**config.mk**
```make
export PLATFORM = sky130hd
export DESIGN_NAME = nibble_slip_align
export DESIGN_NICKNAME = d
export VERILOG_FILES = /design/src/rtl/nibble_slip_align.sv
export SDC_FILE = /design/constraint.sdc
export NUM_CORES = 1
export LEC_CHECK = 0
export BUFFER_PORTS_ARGS = -buffer_cell sky130_fd_sc_hd__buf_4
export CORE_UTILIZATION = 60
export DETAILED_ROUTE_END_ITERATION = 7
export GPL_TIMING_DRIVEN = 0
export HOLD_SLACK_MARGIN = 0.15
export MAX_ROUTING_LAYER = met4
export PLACE_DENSITY = 0.79
export SLEW_MARGIN = 25
export SYNTH_ARGS = -nofsm -noshare
export SYNTH_HDL_FRONTEND = slang
export SYNTH_SLANG_ARGS = --single-unit
```
**constraint.sdc**
```tcl
create_clock -name clk -period 5.01 [get_ports clk]
set_clock_uncertainty 0.05 [all_clocks]
set_input_delay 0.501 -clock clk [delete_from_list [all_inputs] [get_ports clk]]
set_output_delay 0.501 -clock clk [all_outputs]
set_load 0.01 [all_outputs]
```
**src/rtl/nibble_slip_align.sv**
```systemverilog
module nibble_slip_align #(
  parameter int LANES = 2,
  parameter int LOCK_CNT = 6,
  parameter int SETTLE = 3,
  parameter logic [5:0] SYNC = 6'b110100
) (
  input  logic               clk,
  input  logic               rst_n,
  input  logic               start,
  input  logic [3:0]         frame_nib,
  input  logic [LANES*4-1:0] data_nib,
  output logic [3:0]         frame_aligned,
  output logic [LANES*4-1:0] data_aligned,
  output logic               frame_lock,
  output logic [LANES-1:0]   lane_lock,
  output logic               data_lock,
  output logic               fail,
  output logic               recal_req
);
  localparam int CW = $clog2(LOCK_CNT + SETTLE + 1) + 1;
  localparam logic [11:0] PAT = {SYNC, SYNC};
  localparam logic [CW-1:0] RUN_LAST = CW'(LOCK_CNT - 1);
  localparam logic [CW-1:0] WAIT_INIT = CW'(SETTLE);

  typedef enum logic [2:0] {S_IDLE, S_FRAME, S_DATA, S_DONE, S_FAIL} st_t;

  function automatic logic [3:0] win(input logic [7:0] h, input logic [2:0] s);
    logic [7:0] t;
    t = h >> (3'd4 - s);
    return t[3:0];
  endfunction

  function automatic logic [3:0] succ(input logic [3:0] v);
    case (v)
      4'b1110: return 4'b0011;
      4'b0011: return 4'b1000;
      default: return 4'b1110;
    endcase
  endfunction

  function automatic logic [3:0] expn(input logic [3:0] v);
    case (v)
      4'b1110: return PAT[11:8];
      4'b0011: return PAT[7:4];
      default: return PAT[3:0];
    endcase
  endfunction

  st_t             state;
  logic [7:0]      fhist;
  logic [2:0]      fslip;
  logic [CW-1:0]   fwait, frun;
  logic [3:0]      fprev;
  logic [LANES-1:0] lane_bad;
  logic            fvalid, fok, go_data;

  assign frame_aligned = win(fhist, fslip);
  assign fvalid = (frame_aligned == 4'b1110) || (frame_aligned == 4'b0011) ||
                  (frame_aligned == 4'b1000);
  assign fok = fvalid && (frun == '0 || frame_aligned == succ(fprev));
  assign go_data = (state == S_FRAME) && (fwait == '0) && fok && (frun == RUN_LAST);
  assign fail = (state == S_FAIL);
  assign data_lock = (&lane_lock) && !fail;

  always_ff @(posedge clk or negedge rst_n) begin
    if (!rst_n) begin
      fhist <= '0;
      state <= S_IDLE;
      fslip <= 3'd1;
      fwait <= '0;
      frun <= '0;
      fprev <= '0;
      frame_lock <= 1'b0;
      recal_req <= 1'b0;
    end else begin
      fhist <= {fhist[3:0], frame_nib};
      recal_req <= 1'b0;
      if (start) begin
        state <= S_FRAME;
        fslip <= 3'd1;
        fwait <= WAIT_INIT;
        frun <= '0;
        frame_lock <= 1'b0;
      end else begin
        case (state)
          S_FRAME: begin
            if (fwait != '0) begin
              fwait <= fwait - 1'b1;
            end else if (fok) begin
              fprev <= frame_aligned;
              frun <= frun + 1'b1;
              if (frun == RUN_LAST) begin
                frame_lock <= 1'b1;
                state <= S_DATA;
              end
            end else begin
              frun <= '0;
              if (fslip == 3'd3) begin
                state <= S_FAIL;
                recal_req <= 1'b1;
              end else begin
                fslip <= fslip + 3'd1;
                fwait <= WAIT_INIT;
              end
            end
          end
          S_DATA: begin
            if (|lane_bad) begin
              state <= S_FAIL;
              recal_req <= 1'b1;
            end else if (&lane_lock) begin
              state <= S_DONE;
            end
          end
          default: ;
        endcase
      end
    end
  end

  for (genvar i = 0; i < LANES; i++) begin : g_lane
    logic [7:0]    dhist;
    logic [2:0]    lslip;
    logic [1:0]    ltry;
    logic [CW-1:0] lwait, lrun;
    logic [3:0]    dwin;

    assign dwin = win(dhist, lslip);
    assign data_aligned[i*4 +: 4] = dwin;

    always_ff @(posedge clk or negedge rst_n) begin
      if (!rst_n) begin
        dhist <= '0;
        lslip <= 3'd1;
        ltry <= '0;
        lwait <= '0;
        lrun <= '0;
        lane_lock[i] <= 1'b0;
        lane_bad[i] <= 1'b0;
      end else begin
        dhist <= {dhist[3:0], data_nib[i*4 +: 4]};
        if (start) begin
          lane_lock[i] <= 1'b0;
          lane_bad[i] <= 1'b0;
          ltry <= '0;
          lrun <= '0;
        end else if (go_data) begin
          lslip <= fslip;
          ltry <= '0;
          lwait <= WAIT_INIT;
          lrun <= '0;
        end else if (state == S_DATA && !lane_lock[i] && !lane_bad[i]) begin
          if (lwait != '0) begin
            lwait <= lwait - 1'b1;
          end else if (dwin == expn(frame_aligned)) begin
            lrun <= lrun + 1'b1;
            if (lrun == RUN_LAST) lane_lock[i] <= 1'b1;
          end else begin
            lrun <= '0;
            if (ltry == 2'd2) begin
              lane_bad[i] <= 1'b1;
            end else begin
              lslip <= (ltry == 2'd0) ? fslip - 3'd1 : fslip + 3'd1;
              ltry <= ltry + 2'd1;
              lwait <= WAIT_INIT;
            end
          end
        end
      end
    end
  end
endmodule


```
After elaboration in Yosys (flattened, before gate mapping) --
Index checks and enable logic that the tools add are counted.
Storage, ports and cells: input bits 15, word-level logic and storage cells 258, flip-flop bits (word level) 80, output and inout port bits 18
Operators by class: shift operators 3, mux-type cells 111, reduce and logical (&&, ||, !) cells 60, eq/ne operators 47, bitwise gates (word level) 2, $add $sub $neg 13
Operator list (count):
- two-way mux 5 bit | 29
- two-way mux 3 bit | 24
- != test 3 bit (second input constant) | 12
- AND reduction 5 bit | 7
- two-way mux 1 bit | 34
- two-way mux 4 bit | 8
- != test 2 bit (second input constant) | 14
- AND reduction 4 bit | 7
- nonzero test 2 bit | 13
- two-way mux 2 bit | 12
- >> shifter 8 x 3 -> 4 bit | 3
- one-hot mux 4 bit (2 select lines) | 2
- adder 5 x 1 -> 5 bit (second input constant) | 3
- equality test 5 x 3 -> 1 bit (second input constant) | 3
- nonzero test 5 bit | 3
- subtractor 5 x 1 -> 5 bit (second input constant) | 3
- equality test 4 bit | 3
- equality test 4 bit (second input constant) | 3
- zero test 5 bit | 2
- logical AND 1 bit | 9
- nonzero test 3 bit | 3
- subtractor 3 bit (first input constant) | 3
- equality test 4 x 2 -> 1 bit (second input constant) | 2
- != test 4 x 3 -> 1 bit (second input constant) | 2
- 18 further kinds | 32

Depth between registers and ports, before layout --
Gate-level depths: netlist of run 1.
word-level depth 16, depth in mapped cells 14, gate-level depth less buffers 11

Worst setup path after synthesis of run 1 --
No wires, ideal clock.
path type reg-to-reg, start register fslip[0], end register g_lane[1].lslip[2], library setup time 0.128 ns, buffers on the path 3, data arrival time 3.749 ns, stages on the path, launching flop included 14, data required time 4.832 ns, period minus slack after synthesis 3.927 ns, slack 1.083 ns, path through dfstp_2 -> buf_4 -> inv_1 -> ha_1 -> buf_6 -> buf_12 -> mux2i_1 -> mux4_2 -> a31o_4 -> or4_4 -> a2111oi_4 -> nor4_2 -> o21ai_4 -> mux2_1
On the way: word-level cells in the longest chain between the ends 11, elaborated cells on any way between the ends 31, those cells by class add/sub (3); eq/ne (8); shift (1); mux (11); reduce/logical (8)
RTL lines:
- start, declared | RTL line 51 | logic [2:0] fslip;
- start signal, assigned | RTL line 102 | fslip <= fslip + 3'd1;
- subtractor 3 bit | RTL line 29 | t = h >> (3'd4 - s);
- >> shifter 8 x 3 -> 4 bit | RTL line 29
- equality test 4 x 2 -> 1 bit or equality test 4 bit (tied branches) | RTL line 42, 58
- one-hot mux 4 bit (2 select lines) | RTL line 42 | case (v)
- two-way mux 4 bit | RTL line 153 | if (lwait != '0) begin
- two-way mux 4 bit | RTL line 152 | end else if (state == S_DATA && !lane_lock[i] && !lane_bad[i]) begin
- two-way mux 4 bit | RTL line 147 | end else if (go_data) begin
- two-way mux 4 bit | RTL line 142 | if (start) begin
- equality test 4 bit | RTL line 155 | end else if (dwin == expn(frame_aligned)) begin
- != test 2 bit (no source line)
- AND reduction 5 bit (no source line)
- end signal, assigned | RTL line 148 | lslip <= fslip;
- end signal, assigned | RTL line 163 | lslip <= (ltry == 2'd0) ? fslip - 3'd1 : fslip + 3'd1;
- end, declared | RTL line 123 | logic [2:0] lslip;
Parallel ways exist; a longest one is shown, timed or not. The select of a mux whose other input is x is not followed. A chain may end at the register's enable or synchronous reset.

Worst setup path after layout of run 1 --
start register fslip[0], end register g_lane[0].lslip[2]
On the way: word-level cells in the longest chain between the ends 11, elaborated cells on any way between the ends 31, those cells by class add/sub (3); eq/ne (8); shift (1); mux (11); reduce/logical (8)
RTL lines (RTL line):
- subtractor 3 bit | 29
- >> shifter 8 x 3 -> 4 bit | 29
- equality test 4 x 2 -> 1 bit or equality test 4 bit (tied branches) | 42, 58
- one-hot mux 4 bit (2 select lines) | 42
- two-way mux 4 bit | 153
- two-way mux 4 bit | 152
- two-way mux 4 bit | 147
- two-way mux 4 bit | 142
- equality test 4 bit | 155
- != test 2 bit (no source line)
- AND reduction 5 bit (no source line)
- end signal, assigned | 148
- end signal, assigned | 163
- end, declared | 123
Parallel ways exist; a longest one is shown, timed or not. The select of a mux whose other input is x is not followed.

==> results.toml, run 1 <==
[clocking]
clock_path_buffers = 2
insertion_delay_ns = 0.36
clkTransAtPathRegs_ns = 0.09
cts_buffers = 9
post_cts_buffers = 0
root_buffer = "clkbuf_8"
numClockSinks = 80
cts_tree = "yes"
cts_resized = 0
ctsHtreeMaxLevel = 3
ctsHoldBuffers = 0

[synth]
synth.distinct_cells = 66
syn_nets = 485
synth_ff_type = "dfrtp_1"
synth_edf_count = 0
syn_inst = 450
ys_warn_count = 0
async_flop_share = 1.00
syn_area_per_cell_um2 = 10.4
ys_seq_elements = 80
yosysSeqAreaShare = 0.428
syn_area_um2 = 4680

[finish]
drive_above_1_share = 0.185
area_delta_synth_final_pct = 12.7
post-route-util = 0.713
fin_nets = 528
antenna_cells = 0
final_cells = 597

[grt]
gr-usage-met2 = 0.442
first_global_vias = 3589
met3_usage = 0.0311
grt-busiest-layer = "met2"
gr-usage-all-layers = 0.267
use_met1 = 0.339
grt-ovfl-total = 0
grt_max_degree = 81
grt_first_pass_wirelength_um = 16800
antenna_found_initial = 0

[placement]
place_congestion = 0.871
place_ws_ns = 0.672
port_buffers = 32
hpwl_um = 6770
dp_cells = 581

[power]
peakVddDrop_v = 0.000237
powerDensity_nw_per_um2 = 351
p_leak_nw = 2.40

[floorplan]
die_w_um = 90.3
die_area_um2 = 8160
core_area_um2 = 7410
floorplan.initialDensity = 0.632
die_h_um = 90.3
rows = 31
ios = 33

[setup_path]
crit_fanout = 10
arrival_ns = 4.61
crit_type = "register to register"
cp-start-kind = "register"
reg2reg_from = "fslip[0]$_DFFE_PN1P_"
reg2reg_slack_ns = 0.59
reg2reg_depth = 10
critPathCaptureType = "register"
critPathRequiredTime_ns = 5.20
r2r_end = "g_lane[0].lslip[2]$_DFFE_PN0P_"

[outcome]
status = "completed"

[timing]
setup_ws_ns = 0.591
period_needed_ns = 4.42
finalCritPeriodShare = 0.882
slew_viol_final = 0
maxSlewHeadroom = 0.510
finalHoldViolCount = 0
rsz0062_at_grt = "false"
fmax_mhz = 226
setup_violations = 0
worst_pin_slew_ns = 0.728
setup_tns_ns = 0

[drt]
drtIter0Drc = 198
routed_wl_um = 9630
vias = 3524
vias_per_cell = 5.90
wl_per_cell_um = 16.1
ant_nets = 0
first_pass_iters = 4
drcViolationCount = 0

[run]
max-cap-violations = 0

[hold_path]
hold_class = "input pin to async pin"
-- final cells by class --
class / instances / area (µm²)
buffer: 14 / 81.3
clock buffer: 10 / 138
clock inverter: 6 / 91.3
fill: 546 / 2130
inverter: 35 / 131
multi-input combinational: 321 / 2460
sequential: 80 / 2010
tap: 99 / 124
timing repair buffer: 32 / 244
-- cell usage in the layout, fill, tap and decap left out, types with 4 or more instances in the layout --
cell type,n
a21o_1,7
a21oi_1,21
a31oi_1,7
buf_4,32
clkbuf_1,10
clkbuf_8,10
dfrtp_1,77
ha_1,20
inv_1,35
mux2_2,10
mux2i_1,29
mux4_2,9
nand2_1,25
nand2b_1,8
nand3_1,4
nand4_1,7
nor2_1,43
nor3_1,14
nor3b_1,6
o211ai_1,6
o21a_1,4
o21ai_0,11
o31ai_1,5
or3_1,12
xnor2_1,10
xor2_1,10
-- logic make-up after synthesis --
kind of cell / share of synthesized area
XOR/XNOR: 0.0444
AO/OA/AOI/OAI: 0.135
buffers and inverters: 0.0454
AND/OR/NAND/NOR: 0.159
multiplexers: 0.134
adder cells (fa/ha/maj): 0.0534
flip-flops: 0.428
-- per-layer routing --
metal	part of all wire	vias up	wire length [µm]
met4	0.017	0	166
li1	-	1700	-
met3	0.033	14	314
met2	0.50	73	4850
met1	0.45	1737	4300
met5	0	-	0
-- how the worst max path moves through the flow --
stage	start	end	slack (ns)	cells past startpoint
detailed placement	fslip[0]$_DFFE_PN1P_	g_lane[0].lslip[2]$_DFFE_PN0P_	0.67	10
CTS	fslip[0]$_DFFE_PN1P_	g_lane[0].lslip[2]$_DFFE_PN0P_	0.63	10
floorplan	fslip[0]$_DFFE_PN1P_	g_lane[1].lslip[2]$_DFFE_PN0P_	1.08	13
global route	fslip[0]$_DFFE_PN1P_	g_lane[0].lslip[2]$_DFFE_PN0P_	0.39	10
finish	fslip[0]$_DFFE_PN1P_	g_lane[0].lslip[2]$_DFFE_PN0P_	0.59	10
global placement	fslip[0]$_DFFE_PN1P_	g_lane[0].lslip[2]$_DFFE_PN0P_	0.72	10
-- critical path: stages (launching register included) --
cell	delay, ns
dfstp_2	0.58
buf_4	0.21
inv_1	0.11
ha_1	0.26
xor2_2	0.40
mux4_2	0.68
nor4_4	0.62
nor2_1	0.22
or3_1	0.45
a21oi_1	0.33
mux2_2	0.38
-- through the flow --
stage | instance area [µm²] | total power [mW] | hold WS (ns)
after floorplan | 4680 | 1.16 | 0.155
after global placement | 5050 | 1.29 | 0.313
after detailed placement | 5050 | 1.31 | 0.320
after CTS | 5280 | 1.86 | 0.183
after global routing | 5280 | 1.95 | 0.165
final | 5280 | 1.85 | 0.0906
-- registers in the layout, indices dropped and copies added (netlist names) --
register,count
g_lane.dhist,16
g_lane.lrun,10
g_lane.lwait,10
fhist,8
g_lane.lslip,6
frun,5
fwait,5
fprev,4
g_lane.ltry,4
fslip,3
state,3
lane_bad,2
lane_lock,2
frame_lock,1
recal_req,1
-- report_power, final --
part           internal [mW]  switching (mW)  total (mW)
registers              0.702          0.0473       0.750
clock network          0.297           0.244       0.541
logic                  0.243           0.318       0.560
-- Yosys cell counts, types with 2 or more instances --
cell type | n | area share
dfrtp_1 | 77 | 0.41
mux2_1 | 2 | 0.0048
clkbuf_1 | 10 | 0.0080
o21ai_1 | 3 | 0.0032
nand3_1 | 4 | 0.0043
xor2_2 | 2 | 0.0069
nand2b_1 | 8 | 0.011
nor2_1 | 43 | 0.034
a31oi_1 | 7 | 0.0094
mux2_2 | 10 | 0.024
nor3b_1 | 6 | 0.0096
xnor2_1 | 10 | 0.019
nor3_1 | 14 | 0.015
xor2_1 | 10 | 0.019
o21a_1 | 4 | 0.0064
ha_1 | 20 | 0.053
o211ai_1 | 6 | 0.0096
nor4b_1 | 2 | 0.0037
or2_2 | 2 | 0.0027
nand2_1 | 25 | 0.020
a21o_1 | 7 | 0.011
mux2i_1 | 29 | 0.062
o31ai_1 | 5 | 0.0080
and3_1 | 3 | 0.0040
and2_1 | 3 | 0.0040
or3_1 | 12 | 0.016
nand4_1 | 7 | 0.0094
inv_1 | 35 | 0.028
o21ai_0 | 11 | 0.012
a31o_2 | 3 | 0.0056
dfstp_2 | 3 | 0.017
a31o_1 | 2 | 0.0037
a21oi_1 | 21 | 0.022
a211oi_1 | 2 | 0.0032
mux4_2 | 9 | 0.043
a21boi_0 | 3 | 0.0048
(Power assumes the default switching activity.)
==> run 2, diff against run 1 <==
--- a/config.mk
+++ b/config.mk
@@ -5,7 +5,7 @@
 export SDC_FILE = /design/constraint.sdc
 export NUM_CORES = 1
 export LEC_CHECK = 0
-export BUFFER_PORTS_ARGS = -buffer_cell sky130_fd_sc_hd__buf_4
+export BUFFER_PORTS_ARGS = -buffer_cell sky130_fd_sc_hd__buf_2
 export CORE_UTILIZATION = 60
 export DETAILED_ROUTE_END_ITERATION = 7
 export GPL_TIMING_DRIVEN = 0
==> results.toml, run 2 (synthesis results as in run 1) <==
[run]
max-cap-violations = 0

[grt]
grt-ovfl-total = 0
antenna_found_initial = 0
grt_first_pass_wirelength_um = 16600
grt_max_degree = 42
first_global_vias = 3555
gr-usage-all-layers = 0.261

[floorplan]
floorplan.initialDensity = 0.632
die_h_um = 90.3
die_w_um = 90.3
core_area_um2 = 7410
die_area_um2 = 8160
rows = 31
ios = 33

[clocking]
cts_buffers = 9
clkTransAtPathRegs_ns = 0.08
insertion_delay_ns = 0.35
root_buffer = "clkbuf_8"
numClockSinks = 80
cts_resized = 0
cts_tree = "yes"
clock_path_buffers = 2
ctsHtreeMaxLevel = 3

[timing]
setup_tns_ns = 0
worst_pin_slew_ns = 0.797
period_needed_ns = 4.33
maxSlewHeadroom = 0.463
slew_viol_final = 0
fmax_mhz = 231
finalCritPeriodShare = 0.864
finalHoldViolCount = 0
rsz0062_at_grt = "false"
setup_violations = 0

[setup_path]
critPathRequiredTime_ns = 5.20
crit_family = "simple AND/OR/NAND/NOR gates"
crit_fanout = 10
critPathCaptureType = "register"
crit_type = "register to register"
crit_buf_inv = 2
max_stage_delay_ns = 0.67
cp-start-kind = "register"
worst_path_max_delay_cell = "mux4_2"
arrival_ns = 4.52
cp_cell_sequence = "buf_4, inv_1, ha_1, xor2_2, mux4_2, nor4_4, nor2_1, or3_1, a21oi_1, mux2_2"

[drt]
first_pass_iters = 4
vias = 3517
wl_per_cell_um = 15.6
drtIter0Drc = 194
ant_nets = 0
vias_per_cell = 5.87
routed_wl_um = 9370
drcViolationCount = 0

[finish]
antenna_cells = 0
most-common-layout-cells = "dfrtp_1 (77), nor2_1 (43), inv_1 (35)"
post-route-util = 0.705
fillers = 548
design_area_um2 = 5220
largest_reg_flops = 16
top_regs = "g_lane.dhist x16, g_lane.lrun x10, g_lane.lwait x10"
top_register = "g_lane.dhist"
seqCellArea_um2 = 2010
multi_input_area_um2 = 2460
area_delta_synth_final_pct = 11.5
fin_nets = 530
drive_above_1_share = 0.184
mostFrequentLayoutCell = "dfrtp_1"

[hold_path]
hold_class = "input pin to register"

[placement]
port_buffers = 32
place_congestion = 0.899
hpwl_um = 7040
post_dp_cell_area_um2 = 4990

[power]
p_leak_nw = 2.38
powerDensity_nw_per_um2 = 349
peakVddDrop_v = 0.000218

[outcome]
status = "completed"
[run 2: stage by stage]
step | std cells | power [mW] | setup WS, ns | hold WS [ns]
3_5_place_dp | 582 | 1.30 | 0.679 | 0.308
4_1_cts | 599 | 1.83 | 0.653 | 0.192
2_1_floorplan | 450 | 1.16 | 1.08 | 0.155
3_3_place_gp | 581 | 1.28 | 0.735 | 0.311
5_1_grt | 599 | 1.92 | 0.399 | 0.180
6_report | 599 | 1.82 | 0.680 | 0.200
[run 2: final timing paths]
check | from | endpoint | slack (ns) | cells past startpoint
max in group asynchronous | rst_n | fslip[0]$_DFFE_PN1P_ | 3.67 | 3
min | data_nib[3] | g_lane[0].dhist[3]$_DFF_PN0_ | 0.20 | 1
max reg2reg | fslip[0]$_DFFE_PN1P_ | g_lane[0].lslip[2]$_DFFE_PN0P_ | 0.68 | 10
min reg2reg | fhist[0]$_DFF_PN0_ | fhist[4]$_DFF_PN0_ | 0.33 | 0
min in group asynchronous | rst_n | fhist[7]$_DFF_PN0_ | 0.60 | 2
max | fslip[0]$_DFFE_PN1P_ | g_lane[0].lslip[2]$_DFFE_PN0P_ | 0.68 | 10
[run 2: area by class of cell]
cell class	instances	area share
plain buffers	14	0.0156
clock buffers	11	0.0271
clock inverters	5	0.0153
inverters	35	0.0252
multi-input cells	321	0.472
flip-flops and latches	80	0.384
well taps	99	0.0237
repair buffers	34	0.0369
[run 2: power by group]
part / switching [mW] / total (mW) / internal, mW
logic: 0.315 / 0.546 / 0.231
registers: 0.0483 / 0.751 / 0.703
clock network: 0.229 / 0.523 / 0.294
total: 0.593 / 1.82 / 1.23
[run 2: timing repair]
item,4_1_cts,5_1_grt
setup buffers,0,0
endpoints found under the hold margin,38,0
endpoints found under the setup margin,0,0
hold buffers,1,0
[run 2: metal layers]
layer	vias to the layer above	GRT usage	wire length (µm)
met4	0	0.0726	110
li1	1705	-	-
met3	9	0.0488	314
met5	-	-	0
met2	72	0.441	4770
met1	1731	0.323	4180
